[config.mk]
export PLATFORM = sky130hd
export DESIGN_NAME = pbus_bridge
export DESIGN_NICKNAME = d
export VERILOG_FILES = /design/src/rtl/pbb_pkg.sv /design/src/rtl/pbb_decode.sv /design/src/rtl/pbb_rdcap.sv /design/src/rtl/pbb_seq.sv /design/src/rtl/pbus_bridge.sv
export SDC_FILE = /design/constraint.sdc
export NUM_CORES = 1
export LEC_CHECK = 0
export BUFFER_PORTS_ARGS = -buffer_cell sky130_fd_sc_hd__buf_2
export CAP_MARGIN = 20
export CORE_UTILIZATION = 30
export DETAILED_ROUTE_END_ITERATION = 16
export SLEW_MARGIN = 20
export SYNTH_ARGS = -nofsm -noshare
export SYNTH_HDL_FRONTEND = slang
export SYNTH_SLANG_ARGS = --single-unit
[constraint.sdc]
create_clock -name clk -period 6.9 [get_ports clk]
set_input_delay 2.07 -clock clk [delete_from_list [all_inputs] [get_ports clk]]
set_output_delay 2.07 -clock clk [all_outputs]
set_load 0.02 [all_outputs]
[src/rtl/pbb_pkg.sv]
package pbb_pkg;
  localparam int unsigned PA_W = 16;
  localparam int unsigned DW   = 32;
  localparam int unsigned HW   = DW / 2;

  typedef enum logic [1:0] {FR_NONE, FR_WIDE, FR_NARROW} frame_e;
  typedef enum logic [1:0] {ST_IDLE, ST_STB1, ST_STB2, ST_DONE} state_e;
endpackage

[src/rtl/pbb_decode.sv]
module pbb_decode
  import pbb_pkg::*;
#(
  parameter int unsigned UP_W      = 6,
  parameter int unsigned WIDE_LO   = 1,
  parameter int unsigned WIDE_HI   = 1,
  parameter int unsigned NARROW_LO = 2,
  parameter int unsigned NARROW_HI = 3
) (
  input  logic [UP_W-1:0] up_bits,
  output frame_e          frame
);
  localparam logic [UP_W-1:0] W_LO = WIDE_LO[UP_W-1:0];
  localparam logic [UP_W-1:0] W_HI = WIDE_HI[UP_W-1:0];
  localparam logic [UP_W-1:0] N_LO = NARROW_LO[UP_W-1:0];
  localparam logic [UP_W-1:0] N_HI = NARROW_HI[UP_W-1:0];

  logic hit_w, hit_n;

  always_comb begin
    hit_w = (up_bits >= W_LO) && (up_bits <= W_HI);
    hit_n = (up_bits >= N_LO) && (up_bits <= N_HI);
    if (hit_w)      frame = FR_WIDE;
    else if (hit_n) frame = FR_NARROW;
    else            frame = FR_NONE;
  end
endmodule

[src/rtl/pbb_rdcap.sv]
module pbb_rdcap
  import pbb_pkg::*;
(
  input  logic          clk,
  input  logic          rst_n,
  input  logic          clr,
  input  logic          ld_lo,
  input  logic          ld_full,
  input  logic          ld_hi,
  input  logic [DW-1:0] pb_rdata,
  output logic [DW-1:0] rdata
);
  logic [DW-1:0] rd_d, rd_q;

  always_comb begin
    rd_d = rd_q;
    if (clr)          rd_d = '0;
    else if (ld_full) rd_d = pb_rdata;
    else if (ld_lo)   rd_d = {rd_q[DW-1:HW], pb_rdata[HW-1:0]};
    else if (ld_hi)   rd_d = {pb_rdata[HW-1:0], rd_q[HW-1:0]};
  end

  always_ff @(posedge clk or negedge rst_n) begin
    if (!rst_n) rd_q <= '0;
    else        rd_q <= rd_d;
  end

  assign rdata = rd_q;
endmodule

[src/rtl/pbb_seq.sv]
module pbb_seq
  import pbb_pkg::*;
(
  input  logic            clk,
  input  logic            rst_n,
  input  logic            req_valid,
  input  logic            req_write,
  input  logic            req_wide,
  input  logic [PA_W-1:0] req_paddr,
  input  logic [DW-1:0]   req_wdata,
  input  frame_e          req_frame,
  output logic            rsp_done,
  output logic            rsp_err,
  output logic            pb_stb,
  output logic            pb_sel_wide,
  output logic            pb_sel_narrow,
  output logic            pb_wr,
  output logic            pb_wide,
  output logic [PA_W-1:0] pb_addr,
  output logic [DW-1:0]   pb_wdata,
  output logic            cap_clr,
  output logic            cap_lo,
  output logic            cap_full,
  output logic            cap_hi
);
  state_e          st_q, st_d;
  frame_e          fr_q;
  logic            wr_q, wide_q, accept, split;
  logic [PA_W-1:0] addr_q;
  logic [DW-1:0]   wd_q;

  assign accept = (st_q == ST_IDLE) && req_valid;
  assign split  = (fr_q == FR_NARROW) && wide_q;

  always_comb begin
    st_d = st_q;
    case (st_q)
      ST_IDLE: if (req_valid) st_d = (req_frame == FR_NONE) ? ST_DONE : ST_STB1;
      ST_STB1: st_d = split ? ST_STB2 : ST_DONE;
      ST_STB2: st_d = ST_DONE;
      default: st_d = ST_IDLE;
    endcase
  end

  always_ff @(posedge clk or negedge rst_n) begin
    if (!rst_n) begin
      st_q   <= ST_IDLE;
      fr_q   <= FR_NONE;
      wr_q   <= 1'b0;
      wide_q <= 1'b0;
      addr_q <= '0;
      wd_q   <= '0;
    end else begin
      st_q <= st_d;
      if (accept) begin
        fr_q   <= req_frame;
        wr_q   <= req_write;
        wide_q <= req_wide;
        addr_q <= req_paddr;
        wd_q   <= req_wdata;
      end
    end
  end

  always_comb begin
    pb_stb        = (st_q == ST_STB1) || (st_q == ST_STB2);
    pb_sel_wide   = pb_stb && (fr_q == FR_WIDE);
    pb_sel_narrow = pb_stb && (fr_q == FR_NARROW);
    pb_wr         = pb_stb && wr_q;
    pb_wide       = pb_sel_wide && wide_q;
    pb_addr       = (st_q == ST_STB2) ? addr_q + 1'b1 : addr_q;
    if (st_q == ST_STB2) pb_wdata = {{HW{1'b0}}, wd_q[DW-1:HW]};
    else if (pb_wide)    pb_wdata = wd_q;
    else                 pb_wdata = {{HW{1'b0}}, wd_q[HW-1:0]};
    rsp_done = (st_q == ST_DONE);
    rsp_err  = rsp_done && (fr_q == FR_NONE);
    cap_clr  = accept;
    cap_full = (st_q == ST_STB1) && pb_wide;
    cap_lo   = (st_q == ST_STB1) && !pb_wide;
    cap_hi   = (st_q == ST_STB2);
  end


  split_addr_chk: assert property (@(posedge clk) disable iff (!rst_n)
    (st_q == ST_STB2) |-> (pb_addr == $past(pb_addr) + 16'd1) && $past(pb_stb));


  done_pulse_chk: assert property (@(posedge clk) disable iff (!rst_n)
    rsp_done |=> !rsp_done);


  held_fields_chk: assert property (@(posedge clk) disable iff (!rst_n)
    (pb_stb && $past(pb_stb)) |-> $stable(pb_sel_wide) && $stable(pb_wr));


  wide_frame_chk: assert property (@(posedge clk) disable iff (!rst_n)
    pb_wide |-> pb_sel_wide && !pb_sel_narrow);


  single_stb_chk: assert property (@(posedge clk) disable iff (!rst_n)
    (pb_stb && !pb_wide && !wide_q) |=> !pb_stb);
endmodule

[src/rtl/pbus_bridge.sv]
module pbus_bridge
  import pbb_pkg::*;
#(
  parameter int unsigned ADDR_W    = 22,
  parameter int unsigned WIDE_LO   = 1,
  parameter int unsigned WIDE_HI   = 1,
  parameter int unsigned NARROW_LO = 2,
  parameter int unsigned NARROW_HI = 3
) (
  input  logic              clk,
  input  logic              rst_n,
  input  logic              req_valid,
  input  logic              req_write,
  input  logic              req_wide,
  input  logic [ADDR_W-1:0] req_addr,
  input  logic [31:0]       req_wdata,
  output logic              rsp_done,
  output logic              rsp_err,
  output logic [31:0]       rsp_rdata,
  output logic              pb_stb,
  output logic              pb_sel_wide,
  output logic              pb_sel_narrow,
  output logic              pb_wr,
  output logic              pb_wide,
  output logic [15:0]       pb_addr,
  output logic [31:0]       pb_wdata,
  input  logic [31:0]       pb_rdata
);
  localparam int unsigned UP_W = ADDR_W - PA_W;

  logic [1:0] rst_sync;
  logic       rst_q;
  frame_e     frame;
  logic       cap_clr, cap_lo, cap_full, cap_hi;

  always_ff @(posedge clk or negedge rst_n) begin
    if (!rst_n) rst_sync <= 2'b00;
    else        rst_sync <= {rst_sync[0], 1'b1};
  end
  assign rst_q = rst_sync[1];

  pbb_decode #(
    .UP_W(UP_W), .WIDE_LO(WIDE_LO), .WIDE_HI(WIDE_HI),
    .NARROW_LO(NARROW_LO), .NARROW_HI(NARROW_HI)
  ) u_decode (
    .up_bits(req_addr[ADDR_W-1:PA_W]),
    .frame  (frame)
  );

  pbb_seq u_seq (
    .clk(clk), .rst_n(rst_q),
    .req_valid(req_valid), .req_write(req_write), .req_wide(req_wide),
    .req_paddr(req_addr[PA_W-1:0]), .req_wdata(req_wdata), .req_frame(frame),
    .rsp_done(rsp_done), .rsp_err(rsp_err),
    .pb_stb(pb_stb), .pb_sel_wide(pb_sel_wide), .pb_sel_narrow(pb_sel_narrow),
    .pb_wr(pb_wr), .pb_wide(pb_wide), .pb_addr(pb_addr), .pb_wdata(pb_wdata),
    .cap_clr(cap_clr), .cap_lo(cap_lo), .cap_full(cap_full), .cap_hi(cap_hi)
  );

  pbb_rdcap u_rdcap (
    .clk(clk), .rst_n(rst_q), .clr(cap_clr), .ld_lo(cap_lo),
    .ld_full(cap_full), .ld_hi(cap_hi), .pb_rdata(pb_rdata), .rdata(rsp_rdata)
  );


  miss_zero_chk: assert property (@(posedge clk) disable iff (!rst_q)
    (rsp_done && rsp_err) |-> (rsp_rdata == 32'h0) && !$past(pb_stb));


  done_after_stb_chk: assert property (@(posedge clk) disable iff (!rst_q)
    (rsp_done && !rsp_err) |-> $past(pb_stb));


  sel_gate_chk: assert property (@(posedge clk) disable iff (!rst_q)
    !pb_stb |-> !pb_sel_wide && !pb_sel_narrow);
endmodule

Word-level counts from Yosys, hierarchy flattened
Cells that the tools add are included.

word-level totals
  bits in registers = 88
  bits of input ports = 91
  output and inout port bits = 87

cells by class
  add/sub/neg operators = 1
  magnitude comparators = 4
  eq/ne operators = 7
  mux-type cells = 13
  reductions and logical operators = 19

operator list
  kind                   number
  $mux 32                6
  $add 16x1->16 const B  1
  $mux 16                1
  $logic_and 1x1->1      11
  $mux 2                 4
  $eq 2x2->1 const B     3
  $ge 6x1->1 const B     1
  $ge 6x2->1 const B     1
  $le 6x1->1 const B     1
  $le 6x2->1 const B     1
  $logic_not 2->1        3
  $pmux 2 s3             1
  $reduce_bool 3->1      2
  $eq 2x1->1 const B     2
  $ne 3x2->1 const B     1
  $ne 2x2->1 const B     1
  $reduce_and 2->1       1
  $logic_not 1->1        1
  $logic_or 1x1->1       1
  $mux 1                 1

Logic depth before layout (Yosys ltp)
  depth after elaboration = 9
  depth in mapped cells = 8
  depth with buffers taken out = 6

By module
Synthesis repeated with hierarchy kept, for this count alone.

second synthesis, totals
  cells, all modules = 402
  area, all modules = 4403.0 µm²

modules (own cells, without submodules)
  module       instances  cells an instance  area each (µm²)  sequential area each (µm²)
  pbb_seq      1          217                2801.4           1351.3
  pbb_rdcap    1          177                1508.9           800.8
  pbus_bridge  1          3                  53.8             50.0
  pbb_decode   1          5                  38.8             0.0

Least setup slack after synthesis
No wires, ideal clock.

  kind = register -> output
  start = register u_seq.st_q[0]
  end = output port pb_wdata[21]
  arrival time = 1691 ps
  required time = 4830 ps
  setup slack = 3139 ps
  stages on the path, launching flop included = 7
  path buffers = 1
  cell sequence = dfrtp_1 > inv_1 > ha_1 > nand4b_4 > nor2_2 > clkbuf_2 > and2_1

between the ends
  longest elaborated chain between the ends = 6
  elaborated cells on any way between the ends = 7
  those cells by class = 2 x eq/ne; 2 x mux; 3 x reduce/logical

ends and longest elaborated chain
  item                                      RTL line           source
  from (decl)                               pbb_seq.sv:26      state_e st_q, st_d;
  from (signal assigned)                    pbb_seq.sv:54      st_q <= st_d;
  $eq 2x1->1 or $eq 2x2->1 (tied branches)  pbb_seq.sv:66      pb_stb = (st_q == ST_STB1) || (st_q == ST_STB2);
  $logic_or 1x1->1 *                        pbb_seq.sv:66
  named net pb_stb                          pbus_bridge.sv:20  output logic pb_stb,
  $logic_and 1x1->1 *                       pbb_seq.sv:67      pb_sel_wide = pb_stb && (fr_q == FR_WIDE);
  $logic_and 1x1->1 *                       pbb_seq.sv:70      pb_wide = pb_sel_wide && wide_q;
  $mux 32 *                                 pbb_seq.sv:73      else if (pb_wide) pb_wdata = wd_q;
  $mux 32 *                                 pbb_seq.sv:72      if (st_q == ST_STB2) pb_wdata = {{HW{1'b0}}, wd_q[DW-1:HW]};
  to (decl)                                 pbus_bridge.sv:26  output logic [31:0] pb_wdata,

Mark *: on every way through the listed nets, which the timed path passes. The rest lies on a longest branch.

Final worst setup path
  start = register u_seq.st_q[0]
  end = output port pb_addr[15]

between the ends
  longest elaborated chain between the ends = 2

ends and longest elaborated chain
  item        RTL line           source
  $eq 2x2->1  pbb_seq.sv:71      pb_addr = (st_q == ST_STB2) ? addr_q + 1'b1 : addr_q;
  $mux 16     pbb_seq.sv:71
  to (decl)   pbus_bridge.sv:25  output logic [15:0] pb_addr,

Every way passes these cells.

==> run_results.csv <==
group,metric,value,unit
status,status,"complete, no violations",
clocking,cts_tree,"built",
timing,maxSlewHeadroom,26.4,%
clocking,cts_sinks,88,
grt,antenna_found_initial,0,
drt,vias_per_cell,4.63,
logic_synthesis,syn_nets,555,
placement,gp_congestion,0.827,
finish,diodes,0,
power_and_ir_drop,pwr-share-seq,34.9,%
floorplanning,num_io_pins,178,
power_and_ir_drop,power_switching,0.00115,W
placement,numPortBuffers,177,
clocking,htree_levels,3,
grt,grt_pass1_vias,3729,
drt,ant_nets,0,
grt,use_met2,26.5,%
power_and_ir_drop,p_leak,3.12,nW
timing,period_share,69.3,%
drt,vias,3741,
grt,gr-total-overflow,0,
timing,fin_worst_skew,0.00697,ns
setup_path,critPathMaxFanout,16,
logic_synthesis,ys_ff_latch,88,
floorplanning,core_area,14100,um2
setup_path,reg2regPathDepth,6,
finish,final-seq-area,2210,um2
grt,use_met1,20.7,%
logic_synthesis,syn_area,4400,um2
power_and_ir_drop,vdd_ir_drop_max,182,uV
finish,drive_above_1_share,36.8,%
clocking,clock_latency,0.34,ns
grt,grt_busiest_layer,"met2",
worst_hold_path,holdCritPathClass,"reg2async",
finish,synthToLayoutAreaGrowth,29.1,%
timing,setup_violations,0,
setup_path,rrSetupSlack,4.39,ns
finish,multi_input_area,2040,um2
timing,tightest_slew,1.10,ns
timing,max_freq,0.209,GHz
logic_synthesis,synth_top_area_share,50.1,%
clocking,hold_buffers,0,
grt,grt_pass1_wl,18.6,mm
drt,dr.pass1.iters,4,
power_and_ir_drop,netSwitchingFraction,43.4,%
grt,grt_max_degree,85,
logic_synthesis,synth_area_leaders,"dfrtp_1 50%, nand2_1 14%, mux2i_1 7.3%, mux2_2 4.4%, a211oi_2 2.8%",
timing,rsz0062_at_grt,"no",
clocking,cts_setup_buffers,0,
logic_synthesis,synth.distinct_cells,39,
logic_synthesis,synth_top_cell_by_area,"dfrtp_1",
setup_path,r2r-start,"u_seq.st_q[1]",
grt,grt.total_usage,16.1,%
clocking,clockRootBuffer,"clkbuf_16",
drt,drc,0,
power_and_ir_drop,p_clk_share,17.6,%
timing,final_max_slew_viol_count,0,
logic_synthesis,syn_inst,459,
logic_synthesis,yosysWarnings,0,
finish,nets,719,
drt,drt_wl_total,12.0,mm
logic_synthesis,synth-seq-area-share,50.1,%
floorplanning,start_util,31.2,%
timing,period_needed,4.78,ns
finish,fillers,1418,
clocking,clkSlewWorstSetupHoldPaths,0.06,ns
drt,wl_per_cell,14.8,um
setup_path,crit_type,"reg2out",
setup_path,cp-end-kind,"output pin",
placement,hpwl,8.61,mm
grt,grtUsageMet3,3.23,%
setup_path,cp-start-kind,"register",
setup_path,cp.arrival,2.71,ns
finish,postLayoutCoreUtil,40.3,%
power_and_ir_drop,combPwrFrac,47.5,%
power_and_ir_drop,p_int,0.00150,W
setup_path,timing.rr.end,"u_rdcap.rdata[27]",
floorplanning,die-area,15100,um2
clocking,cts_inserted_buffers,9,
timing,finalSetupTns,0,ns
clocking,clockBufferDepth,2,
clocking,post_cts_resized,0,
drt,drt-initial-drc-count,142,
floorplanning,die_h,123,um
flow_run,max_cap_violations,0,
setup_path,cp.required,4.83,ns
power_and_ir_drop,power_density,467,nW/um2
floorplanning,row_count,43,
logic_synthesis,syn-mean-instance-area,9.58,um2
floorplanning,die_x,123,um
timing,hold_violations,0,
-- layout by cell type, fill, tap and decap left out, types with 3 or more instances in the layout --
cell       instances
a211oi_1           6
a211oi_2          10
and2_1            17
buf_2            177
buf_4              3
clkbuf_16          9
clkbuf_8           3
clkinv_2           3
dfrtp_1           87
ha_1               5
inv_1              4
mux2_2            17
mux2i_1           32
nand2_1          164
nand4_1            5
nor2_1            21
nor3_1            19
nor4_1             5
xnor2_1            4
xor2_1            11
-- power by group through the flow --
stage	clock network [W]	registers, W	logic, W
global placement	0	0.000921	0.00125
floorplan	0	0.000974	0.000844
CTS	0.000485	0.000927	0.00128
finish	0.000466	0.000925	0.00126
global route	0.000508	0.000955	0.00138
detailed placement	0	0.000933	0.00128
-- cells in the mapped netlist (all sizes together) --
master and n:
nor3b 1, ha 5, and2 18, mux2 17, nor4 5, nor3 19, xor2 11, dfrtp 88
xnor2 4, nand4b 2, a21oi 2, nand4 7, a21o 1, nand2b 2, nand3b 1, inv 5
o22ai 1, nand3 1, and3b 1, nand2 166, buf 18, mux2i 32, and3 1, conb 1
o31ai 1, a211oi 16, nor2 22, clkbuf 9, a22o 1, o211ai 1
-- layer usage --
metal  routed length [um]  vias up
li1                     -     1839
met1                 5350     1777
met2                 5840      113
met3                  611       12
met4                  174        0
met5                    0        -
-- worst max-delay path, cell delays in order (launching register included) --
cell and delay [ns]:
dfrtp_1 0.41, inv_1 0.10, ha_1 0.47, buf_4 0.36
nand4_4 0.20, nor4_1 0.45, xor2_1 0.19, buf_2 0.19
-- state kept, by name, indices dropped and copies added, names as in the netlist --
name / count
u_rdcap.rdata: 32
rst_sync: 2
u_seq.addr_q: 16
u_seq.wd_q: 32
u_seq.wide_q: 1
u_seq.fr_q: 2
u_seq.wr_q: 1
u_seq.st_q: 2
-- stage by stage --
| step | hold slack [ns] | cell area (um2) | total power [W] | cells | setup slack, ns |
|---|---|---|---|---|---|
| floorplan | 0.331 | 4400 | 0.00182 | 459 | 3.14 |
| global placement | 0.320 | 5390 | 0.00217 | 792 | 2.51 |
| detailed placement | 0.326 | 5390 | 0.00221 | 792 | 2.42 |
| CTS | 0.330 | 5680 | 0.00269 | 808 | 2.03 |
| global route | 0.353 | 5680 | 0.00285 | 808 | 1.88 |
| finish | 0.305 | 5680 | 0.00265 | 808 | 2.12 |
-- layout make-up --
class                      instances  share of cell area [%]
sequential                        88                    38.8
tap                              180                    3.97
multi-input combinational        339                    35.8
timing repair buffer             180                    16.0
clock inverter                     3                   0.264
clock buffer                      13                    4.76
inverter                           5                   0.330
-- how the worst max path moves through the flow --
stage | slack [ns] | cells after the start | start | endpoint
6_report | 2.12 | 7 | u_seq.st_q[0] | pb_addr[15]
5_1_grt | 1.88 | 7 | u_seq.st_q[0] | pb_addr[15]
4_1_cts | 2.03 | 7 | u_seq.st_q[0] | pb_addr[15]
3_5_place_dp | 2.42 | 7 | u_seq.st_q[0] | pb_addr[15]
3_3_place_gp | 2.51 | 7 | u_seq.st_q[0] | pb_addr[15]
2_1_floorplan | 3.14 | 6 | u_seq.st_q[0] | pb_wdata[21]
-- cells by family after synthesis --
group | synth area share (%)
flip-flops | 50.1
AO/OA/AOI/OAI | 4.95
AND/OR/NAND/NOR | 25.1
adder cells (fa/ha/maj) | 1.42
buffers and inverters | 3.76
XOR/XNOR | 2.99
multiplexers | 11.6
other | 0.0853
No activity file was read; power rests on OpenSTA's default activity.
